<file path="src/rtl/icap_pkg.sv">
package icap_pkg;
    typedef enum logic [1:0] {
        ADR_CAP_LO = 2'd0,
        ADR_CAP_HI = 2'd1,
        ADR_MASK   = 2'd2,
        ADR_FLAG   = 2'd3
    } icap_addr_e;

    typedef enum logic {
        TRIG_LOW  = 1'b0,
        TRIG_HIGH = 1'b1
    } trig_state_e;

    // Bit positions inside the mask and flag registers
    localparam int BIT_OVF  = 0;
    localparam int BIT_CMPA = 1;
    localparam int BIT_CMPB = 2;
    localparam int BIT_CAP  = 5;
    localparam int NSRC     = 4;
    // Source index i -> mask bit; order: ovf, cmpa, cmpb, cap
    localparam int SRC_POS [NSRC] = '{BIT_OVF, BIT_CMPA, BIT_CMPB, BIT_CAP};
    localparam logic [7:0] MASK_RW = 8'b0010_0111;
endpackage

</file>
<file path="src/rtl/icap_edge_fsm.sv">
module icap_edge_fsm
    import icap_pkg::*;
#(
    parameter int SYNC_STAGES = 2
) (
    input  logic clk,
    input  logic rst_n,
    input  logic trig_raw,
    output logic evt
);
    logic [SYNC_STAGES-1:0] sync_q;
    logic                   lvl;
    trig_state_e            state_q;
    trig_state_e            state_d;

    always_ff @(posedge clk) begin
        if (!rst_n) sync_q <= '0;
        else        sync_q <= {sync_q[SYNC_STAGES-2:0], trig_raw};
    end

    assign lvl = sync_q[SYNC_STAGES-1];

    // State register
    always_ff @(posedge clk) begin
        if (!rst_n) state_q <= TRIG_LOW;
        else        state_q <= state_d;
    end

    // Next state
    always_comb begin
        state_d = state_q;
        unique case (state_q)
            TRIG_LOW:  if (lvl)  state_d = TRIG_HIGH;
            TRIG_HIGH: if (!lvl) state_d = TRIG_LOW;
        endcase
    end

    // Outputs
    always_comb begin
        evt = 1'b0;
        unique case (state_q)
            TRIG_LOW:  evt = lvl;
            TRIG_HIGH: evt = 1'b0;
        endcase
    end
endmodule

</file>
<file path="src/rtl/icap_temp_latch.sv">
module icap_temp_latch #(
    parameter int W = 8
) (
    input  logic         clk,
    input  logic         rst_n,
    input  logic         cpu_ld,
    input  logic [W-1:0] cpu_val,
    input  logic         ext_ld,
    input  logic [W-1:0] ext_val,
    output logic [W-1:0] q
);
    always_ff @(posedge clk) begin
        if (!rst_n)      q <= '0;
        else if (cpu_ld) q <= cpu_val;
        else if (ext_ld) q <= ext_val;
    end
endmodule

</file>
<file path="src/rtl/icap_irq_mask.sv">
module icap_irq_mask
    import icap_pkg::*;
#(
    parameter int BUS_W = 8
) (
    input  logic             clk,
    input  logic             rst_n,
    input  logic             wr_en,
    input  logic [BUS_W-1:0] wdata,
    input  logic             gie,
    input  logic [NSRC-1:0]  pend,
    output logic [BUS_W-1:0] mask_q,
    output logic [NSRC-1:0]  irq
);
    localparam logic [BUS_W-1:0] RW_BITS = BUS_W'(MASK_RW);

    always_ff @(posedge clk) begin
        if (!rst_n)     mask_q <= '0;
        else if (wr_en) mask_q <= wdata & RW_BITS;
    end

    for (genvar i = 0; i < NSRC; i++) begin : g_src
        assign irq[i] = mask_q[SRC_POS[i]] & gie & pend[i];
    end
endmodule

</file>
<file path="src/rtl/icap_unit.sv">
module icap_unit
    import icap_pkg::*;
#(
    parameter int CNT_W       = 16,
    parameter int BUS_W       = 8,
    parameter int SYNC_STAGES = 2
) (
    input  logic             clk,
    input  logic             rst_n,
    input  logic [CNT_W-1:0] cnt_val,
    input  logic             trig_pin,
    input  logic             trig_cmp,
    input  logic             src_sel,
    input  logic             bus_rd,
    input  logic             bus_wr,
    input  logic [1:0]       bus_addr,
    input  logic [BUS_W-1:0] bus_wdata,
    output logic [BUS_W-1:0] bus_rdata,
    input  logic             ext_tmp_ld,
    input  logic [BUS_W-1:0] ext_tmp_val,
    input  logic             gie,
    input  logic             cmpa_pend,
    input  logic             cmpb_pend,
    input  logic             ovf_pend,
    output logic [CNT_W-1:0] top_val,
    output logic             irq_ovf,
    output logic             irq_cmpa,
    output logic             irq_cmpb,
    output logic             irq_cap
);
    localparam int HI_W = CNT_W - BUS_W;

    icap_addr_e       addr_e;
    logic             trig_sel;
    logic             evt;
    logic [CNT_W-1:0] cap_q;
    logic [BUS_W-1:0] tmp_q;
    logic [BUS_W-1:0] mask_q;
    logic             cap_pend_q;
    logic             lo_rd;
    logic             flag_clr;
    logic [NSRC-1:0]  pend_vec;
    logic [NSRC-1:0]  irq_vec;

    assign addr_e   = icap_addr_e'(bus_addr);
    assign trig_sel = src_sel ? trig_cmp : trig_pin;
    assign lo_rd    = bus_rd && (addr_e == ADR_CAP_LO);
    assign flag_clr = bus_wr && (addr_e == ADR_FLAG) && bus_wdata[BIT_CAP];

    icap_edge_fsm #(.SYNC_STAGES(SYNC_STAGES)) u_edge (
        .clk      (clk),
        .rst_n    (rst_n),
        .trig_raw (trig_sel),
        .evt      (evt)
    );

    always_ff @(posedge clk) begin
        if (!rst_n)   cap_q <= '0;
        else if (evt) cap_q <= cnt_val;
    end

    // Capture sets the flag; set has priority over a write-one clear
    always_ff @(posedge clk) begin
        if (!rst_n)        cap_pend_q <= 1'b0;
        else if (evt)      cap_pend_q <= 1'b1;
        else if (flag_clr) cap_pend_q <= 1'b0;
    end

    icap_temp_latch #(.W(BUS_W)) u_tmp (
        .clk     (clk),
        .rst_n   (rst_n),
        .cpu_ld  (lo_rd),
        .cpu_val (BUS_W'(cap_q[CNT_W-1:CNT_W-HI_W])),
        .ext_ld  (ext_tmp_ld),
        .ext_val (ext_tmp_val),
        .q       (tmp_q)
    );

    assign pend_vec = {cap_pend_q, cmpb_pend, cmpa_pend, ovf_pend};

    icap_irq_mask #(.BUS_W(BUS_W)) u_mask (
        .clk    (clk),
        .rst_n  (rst_n),
        .wr_en  (bus_wr && (addr_e == ADR_MASK)),
        .wdata  (bus_wdata),
        .gie    (gie),
        .pend   (pend_vec),
        .mask_q (mask_q),
        .irq    (irq_vec)
    );

    always_comb begin
        bus_rdata = '0;
        if (bus_rd) begin
            unique case (addr_e)
                ADR_CAP_LO: bus_rdata = cap_q[BUS_W-1:0];
                ADR_CAP_HI: bus_rdata = tmp_q;
                ADR_MASK:   bus_rdata = mask_q;
                ADR_FLAG:   bus_rdata[BIT_CAP] = cap_pend_q;
            endcase
        end
    end

    assign top_val  = cap_q;
    assign irq_ovf  = irq_vec[0];
    assign irq_cmpa = irq_vec[1];
    assign irq_cmpb = irq_vec[2];
    assign irq_cap  = irq_vec[3];
endmodule

</file>
<file path="config.mk">
export PLATFORM = sky130hd
export DESIGN_NAME = icap_unit
export DESIGN_NICKNAME = d
export VERILOG_FILES = /design/src/rtl/icap_pkg.sv /design/src/rtl/icap_edge_fsm.sv /design/src/rtl/icap_temp_latch.sv /design/src/rtl/icap_irq_mask.sv /design/src/rtl/icap_unit.sv
export SDC_FILE = /design/constraint.sdc
export NUM_CORES = 1
export LEC_CHECK = 0
export CORE_MARGIN = 1.5
export CORE_UTILIZATION = 35
export DETAILED_ROUTE_END_ITERATION = 10
export GPL_TIMING_DRIVEN = 0
export PLACE_DENSITY = 0.78
export SLEW_MARGIN = 20
export SYNTH_ARGS = -nofsm -noshare
export SYNTH_HDL_FRONTEND = slang
export SYNTH_SLANG_ARGS = --single-unit
</file>
<file path="constraint.sdc">
create_clock -name clk -period 1.2 [get_ports clk]
set_input_delay 0.24 -clock clk [delete_from_list [all_inputs] [get_ports clk]]
set_output_delay 0.24 -clock clk [all_outputs]
set_load 0.05 [all_outputs]
</file>
* Yosys cells after proc, flatten, opt, wreduce, memory -nomap -nowiden
Cells that the tools add are included.
** Operators by class
- Equal/unequal tests :: 3
- Multiplexer cells :: 11
- Bitwise logic cells :: 9
- Reduce and logical (&&, ||, !) cells :: 7
** Operators by type and width (count)
- 8-bit 2-to-1 mux :: 3
- 5-bit one-hot mux with 3 select lines :: 1
- 1-bit AND :: 8
- 2-bit == test (second input constant) :: 2
- 1-bit logical AND :: 4
- 1-bit 2-to-1 mux :: 4
- 1-bit one-hot mux with 4 select lines :: 1
- 2-bit one-hot mux with 2 select lines :: 1
- 2-bit nonzero test :: 2
- 2-bit by 1-bit == test with 1-bit output (second input constant) :: 1
- 2-bit zero test :: 1
- 1-bit one-hot mux with 2 select lines :: 1
- 1-bit inverter :: 1
** Word-level totals
- Register bits after elaboration :: 32
- Bits of input ports :: 46
- Output and inout port bits :: 28
- Logic and storage cells :: 36

* Longest topological paths before layout
Gate-level depths: netlist of the first run.
- Depth in word-level cells :: 5
- Depth in mapped cells :: 6
- Gate-level depth less buffers :: 3

* Cells and area by module
Synthesis of the first run repeated with hierarchy kept, for this count alone.
** Second synthesis, totals
- Cell total of the unflattened synthesis :: 157
- Area total of the unflattened synthesis :: 1662.8 um2
** By module, submodules not included
- icap_unit :: instances 1, cells each 93, area an instance 914.6 um2, seq. area each 340.3 um2
- icap_temp_latch :: instances 1, cells each 35, area an instance 440.4 um2, seq. area each 160.2 um2
- icap_irq_mask :: instances 1, cells each 22, area an instance 215.2 um2, seq. area each 80.1 um2
- icap_edge_fsm :: instances 1, cells each 7, area an instance 92.6 um2, seq. area each 60.1 um2

* Worst setup path before layout of the first run
OpenSTA, ideal clock, no wires.
- Kind :: reg2out
- Start :: register cap_q[0], in the netlist top_val[0]
- End :: output bus_rdata[0]
- Arrival time :: 1.547 ns
- Required time :: 0.960 ns
- Path slack :: -0.587 ns
- Stages on the path, launching flop included :: 3
- Path buffers :: 0
- Path through :: dfxtp_1 > mux2i_1 > o22ai_1
** Between the ends
- Cells in the longest elaborated chain, start to end :: 2
** RTL lines
- from (decl) :: RTL line icap_unit.sv:36 : logic [CNT_W-1:0] cap_q;
- from (signal assigned) :: RTL line icap_unit.sv:59 : else if (evt) cap_q <= cnt_val;
- 5-bit one-hot mux with 3 select lines :: RTL line icap_unit.sv:95 : unique case (addr_e)
- 8-bit 2-to-1 mux :: RTL line icap_unit.sv:94 : if (bus_rd) begin
- to (decl) :: RTL line icap_unit.sv:18 : output logic [BUS_W-1:0] bus_rdata,
No other way between the ends.

* Worst setup path in the final report of the first run
- Start :: register cap_q[5], in the netlist top_val[5]
- End :: output bus_rdata[5]
** Between the ends
- Cells in the longest elaborated chain, start to end :: 2
** RTL lines (RTL line)
- 1-bit one-hot mux with 4 select lines :: icap_unit.sv:95
- 8-bit 2-to-1 mux :: icap_unit.sv:94
No other way between the ends.

==> impl_metrics.env, run 1 <==
export IMPL_status="finished with violations"
export IMPL_violations="negative setup slack"
export IMPL_cts_tree="yes"
export IMPL_ios=74
export IMPL_postPlaceCellArea_mm2=0.00226
export IMPL_syn_cell_area_mm2=0.00144
export IMPL_clk_pin_slew_ps=60
export IMPL_syn_num_nets=212
export IMPL_start_util=0.364
export IMPL_cts_num_sinks=32
export IMPL_max_slew_margin=0.631
export IMPL_seq_area_frac_synth=0.444
export IMPL_grt_max_degree=18
export IMPL_cts_buffers=5
export IMPL_root_buffer="clkbuf_8"
export IMPL_rows=23
export IMPL_cp_cell_sequence="mux4_2 -> and2_4 -> buf_8"
export IMPL_grt_pass1_wl_um=6080
export IMPL_die_y_um=67.2
export IMPL_area_delta_synth_final_pct=71.0
export IMPL_dieArea_mm2=0.00452
export IMPL_vias_per_cell=4.79
export IMPL_htreeDepth=2
export IMPL_wl_met3_um=205
export IMPL_critPathLaunchType="flop"
export IMPL_leakage_nw=0.938
export IMPL_final_max_slew_violation_count=0
export IMPL_period_needed_ps=1610
export IMPL_firstDrtPassIters=4
export IMPL_ys_warn_count=0
export IMPL_syn_avg_cell_area_um2=8.70
export IMPL_slowest_delay_ps=450
export IMPL_syn_instance_count=166
export IMPL_grt_util_all_layers=0.181
export IMPL_antenna_found_initial=0
export IMPL_fin_area_mm2=0.00247
export IMPL_clock_latency_ps=280
export IMPL_avgRoutedWirePerCell_um=13.1
export IMPL_cpMaxStageDelayCell="mux4_2"
export IMPL_first_iter_violations=33
export IMPL_p_per_area_mw_per_mm2=1040
export IMPL_route_vias_total=1379
export IMPL_cp_arrival_ps=1370
export IMPL_drv_cap=0
export IMPL_port_buffers=65
export IMPL_worstSetupPathType="reg2out"
export IMPL_critPathRequiredTime_ps=960
export IMPL_peakVddDrop_v=0.000554
export IMPL_path_max_fanout=2
export IMPL_core_mm2=0.00397
export IMPL_setup_tns_ps=-756
export IMPL_wl_met1_um=1670
export IMPL_antenna_cells=0
export IMPL_fin_nets=283
export IMPL_fmax_mhz=620
export IMPL_finalClockSkew_ps=3.75
export IMPL_cts_buffer_depth=2
export IMPL_post_dp_hpwl_um=2850
export IMPL_tightest_slew_ps=554
export IMPL_setup_violations_final=10
export IMPL_grt_pass1_vias=1343
export IMPL_mostFrequentLayoutCell="nand2_1"
export IMPL_drive_gt1_frac=0.366
export IMPL_hold_viol=0
export IMPL_place_congestion=0.791
export IMPL_fin_ws_ps=-414
export IMPL_layout_common_cells="nand2_1 (39), clkdlybuf4s50_1 (32), a21boi_0 (15), dfxtp_1 (15), buf_2 (13)"
export IMPL_hp_class="in2reg"
export IMPL_grt_setup_unrepaired="yes"
export IMPL_wl_met2_um=1810
export IMPL_finalWirelength_um=3770
export IMPL_postRouteAntennaNets=0
export IMPL_ys_types=25
export IMPL_fin_crit_sh=1.34
export IMPL_die_x_um=67.2
export IMPL_rrSetupSlack_ps=160
export IMPL_topRoutingLayerUsed="met4"
export IMPL_place_ws_ps=-1070
export IMPL_synth_seq_cells=32
export IMPL_overflow=0
export IMPL_end_kind="primary output"
export IMPL_drcViolationCount=0
export IMPL_postCtsHoldBufs=0
kinds of logic (layout without fill, tap and decap cells):
family          count (synthesis)  after routing  share of synthesized area
mux                            17             17                      0.129
buf+inv                        13             85                     0.0503
flops                          32             32                      0.444
simple gates                   64             64                      0.203
compound gates                 40             40                      0.174
metal layers:
layer	track usage	up-vias
li1	-	709
met1	0.219	621
met2	0.297	42
met3	0.0417	7
met4	0.0969	0
met5	0	-
power by group:
group | total (mW) | switching [mW] | internal [mW]
logic | 0.526 | 0.266 | 0.260
registers | 1.15 | 0.0449 | 1.11
clock network | 0.899 | 0.377 | 0.523
total | 2.58 | 0.688 | 1.89
synthesized netlist by cell type:
cell	number	share of area
mux2i_1	16	0.11
buf_6	2	0.016
or2b_1	1	0.0052
nand2b_1	3	0.013
nand2_1	39	0.10
dfxtp_1	32	0.44
buf_4	1	0.0052
o21ai_0	10	0.035
o22ai_1	3	0.013
a21boi_0	15	0.078
a21oi_1	9	0.031
nor2_1	4	0.010
clkbuf_1	5	0.013
nor2b_1	3	0.013
nand3_1	4	0.014
a21boi_1	1	0.0052
nand4_1	1	0.0043
nand3b_1	1	0.0052
o21ai_2	2	0.012
or3b_1	1	0.0061
and3_1	4	0.017
mux4_1	1	0.018
buf_1	1	0.0026
and2_1	3	0.013
buf_2	4	0.014
worst paths after layout:
check	startpoint	end	depth (start not counted)
max reg2reg	u_edge.sync_q[1]	top_val[12]	4
min	rst_n	u_mask.mask_q[1]	3
min reg2reg	u_edge.sync_q[0]	u_edge.sync_q[1]	1
max	top_val[5]	bus_rdata[5]	3
per-stage QoR:
stage / power, mW / hold slack, ps / utilization / cells
final: 2.58 / 333 / 0.622 / 288
after global routing: 2.69 / 375 / 0.622 / 288
after CTS: 2.58 / 327 / 0.597 / 288
after detailed placement: 1.68 / 420 / 0.569 / 281
after global placement: 1.67 / 416 / 0.569 / 281
after floorplan: 1.45 / 367 / - / 166
timing repair:
| item | CTS | global route |
|---|---|---|
| gates resized for setup | 192 | 33 |
| setup buffers | 1 | 0 |
| endpoints found under the setup margin | 46 | 28 |
| pin swaps | 5 | 5 |
registers in the layout, summed over array words and instances (netlist names):
name / flops
u_edge.sync_q: 2
u_edge.state_q: 1
cap_pend_q: 1
u_tmp.q: 8
top_val: 16
u_mask.mask_q: 4
layout make-up:
type | count | area, µm²
buffer | 11 | 77.6
clock buffer | 8 | 100
fill | 336 | 1500
multi-input combinational | 121 | 925
sequential | 32 | 682
tap | 50 | 62.6
timing repair buffer | 66 | 622
critical path, delay by kind of cell, from the launching register on:
kind                   cells  cell delay, ps
muxes                      1             450
DFF                        1             350
buffers and inverters      1             140
and+or+nand+nor            1             160
Note: power is estimated with default switching activity, not from simulation.
==> run 2: changes to the inputs <==
--- a/config.mk
+++ b/config.mk
@@ -9,6 +9,7 @@
 export CORE_UTILIZATION = 35
 export DETAILED_ROUTE_END_ITERATION = 10
 export GPL_TIMING_DRIVEN = 0
+export MAX_ROUTING_LAYER = met4
 export PLACE_DENSITY = 0.78
 export SLEW_MARGIN = 20
 export SYNTH_ARGS = -nofsm -noshare
==> run 2 against run 1 <==
The run still ends with negative setup slack left. Wire length is essentially flat. Global-route usage grew 0.52 points. Power is essentially flat. Worst setup slack is essentially flat. Critical endpoint unchanged.
==> impl_metrics.env, run 2 (synthesis results as in run 1) <==
export IMPL_status="finished with violations"
export IMPL_violations="negative setup slack"
export IMPL_cp_cell_sequence="mux4_2 -> and2_4 -> buf_8"
export IMPL_dieArea_mm2=0.00452
export IMPL_grt_busiest_layer="met2"
export IMPL_area_delta_synth_final_pct=71.0
export IMPL_end_kind="primary output"
export IMPL_largest_register_ffs=16
export IMPL_vias_per_cell=4.77
export IMPL_drive_gt1_frac=0.366
export IMPL_p_switching_uw=689
export IMPL_cts_buffer_depth=2
export IMPL_internal_power_mw=1.89
export IMPL_first_iter_violations=42
export IMPL_cts_num_sinks=32
export IMPL_p_seq_frac=0.447
export IMPL_grtUsageMet2=0.297
export IMPL_die_y_um=67.2
export IMPL_grt_max_degree=18
export IMPL_final_core_util=0.622
export IMPL_p_comb_frac=0.204
export IMPL_start_util=0.364
export IMPL_fillCellCount=336
export IMPL_multi_input_area_um2=925
export IMPL_overflow=0
export IMPL_postPlaceCellArea_mm2=0.00226
export IMPL_final_max_slew_violation_count=0
export IMPL_grt_pass1_vias=1343
export IMPL_cts_buffers=5
export IMPL_r2r_start="u_edge.sync_q[1]"
export IMPL_drcViolationCount=0
export IMPL_min_from="rst_n"
export IMPL_clock_latency_ps=280
export IMPL_fin_ws_ps=-414
export IMPL_avgRoutedWirePerCell_um=13.1
export IMPL_grt_util_all_layers=0.186
export IMPL_rows=23
export IMPL_fin_crit_sh=1.34
export IMPL_setup_violations_final=10
export IMPL_sw_frac_of_total=0.267
export IMPL_route_vias_total=1374
export IMPL_p_per_area_mw_per_mm2=1040
export IMPL_grt_pass1_wl_um=6080
export IMPL_htreeDepth=2
export IMPL_mostFrequentLayoutCell="nand2_1"
export IMPL_finalClockSkew_ps=3.75
export IMPL_cts_tree="yes"
export IMPL_grt_setup_unrepaired="yes"
export IMPL_hp_class="in2reg"
export IMPL_slowest_delay_ps=450
export IMPL_drv_cap=0
export IMPL_place_ws_ps=-1070
export IMPL_clk_pin_slew_ps=60
export IMPL_layout_common_cells="nand2_1 (39), clkdlybuf4s50_1 (32), a21boi_0 (15), dfxtp_1 (15), buf_2 (13)"
export IMPL_fin_nets=283
export IMPL_antenna_found_initial=0
export IMPL_cpMaxStageDelayCell="mux4_2"
export IMPL_die_x_um=67.2
export IMPL_core_mm2=0.00397
export IMPL_leakage_nw=0.938
export IMPL_startpoint="top_val[5]"
export IMPL_met1_usage=0.219
export IMPL_worstSetupPathType="reg2out"
export IMPL_max_slew_margin=0.631
export IMPL_register_area_um2=682
export IMPL_fin_area_mm2=0.00247
export IMPL_firstDrtPassIters=4
export IMPL_finalWirelength_um=3770
export IMPL_clockPowerShare=0.349
export IMPL_cp_arrival_ps=1370
export IMPL_path_buf_inv=1
export IMPL_port_buffers=65
export IMPL_critPathTopFamily="multiplexers"
export IMPL_place_congestion=0.803
export IMPL_tightest_slew_ps=554
export IMPL_root_buffer="clkbuf_8"
export IMPL_postCtsHoldBufs=0
export IMPL_peakVddDrop_v=0.000554
export IMPL_path_max_fanout=2
export IMPL_antenna_cells=0
export IMPL_postRouteAntennaNets=0
export IMPL_post_dp_hpwl_um=2850
export IMPL_period_needed_ps=1610
export IMPL_ios=74
export IMPL_use_met3=0.0417
export IMPL_fmax_mhz=620
export IMPL_critPathRequiredTime_ps=960
export IMPL_critPathLaunchType="flop"
export IMPL_hold_viol=0
run 2: cell counts in the layout (fill, tap and decap cells not counted):
Identical to the previous run, type by type.
run 2: timing repair:
action                                 4_1_cts  5_1_grt
gates resized for setup                    192       33
setup buffers                                1        0
pin swaps                                    5        5
endpoints found under the hold margin        0        0
setup endpoints to repair                   46       28
gates cloned                                 0        0
run 2: power groups by stage:
stage                     combinational (mW)  sequential, mW  clock (mW)
after CTS                              0.512            1.15       0.920
final                                  0.526            1.15       0.900
after floorplan                        0.225            1.23           0
after global routing                   0.566            1.16       0.968
after global placement                 0.503            1.17           0
after detailed placement               0.507            1.17           0
run 2: worst register-to-register path: stages, from the launching register on:
cell and delay [ps]:
dfxtp_1 360, nor2b_1 150, buf_4 220, nand2_1 70, a21boi_0 160
run 2: final cells by class:
cell class / instances / share of cell area
Tap cell: 50 / 0.0253
Sequential cell: 32 / 0.276
Clock buffer: 8 / 0.0405
Buffer: 11 / 0.0314
Timing Repair Buffer: 66 / 0.252
Multi-Input combinational cell: 121 / 0.375
run 2: final timing paths:
path / endpoint / slack [ps] / depth (start not counted)
min: u_mask.mask_q[1] / 330 / 3
min reg2reg: u_edge.sync_q[1] / 430 / 1
max: bus_rdata[5] / -410 / 3
max reg2reg: top_val[12] / 160 / 4
run 2: through the flow:
step	hold slack [ps]	std cells	setup TNS, ps	total power [mW]
floorplan	367	166	-193	1.45
global placement	416	281	-18880	1.67
detailed placement	420	281	-19520	1.68
CTS	327	288	-1070	2.58
global route	375	288	-1110	2.69
finish	332	288	-762	2.58
run 2: per-layer routing:
layer	wire (µm)	vias up
li1	-	708
met1	1660	619
met2	1820	40
met3	202	7
met4	85	0
met5	0	-
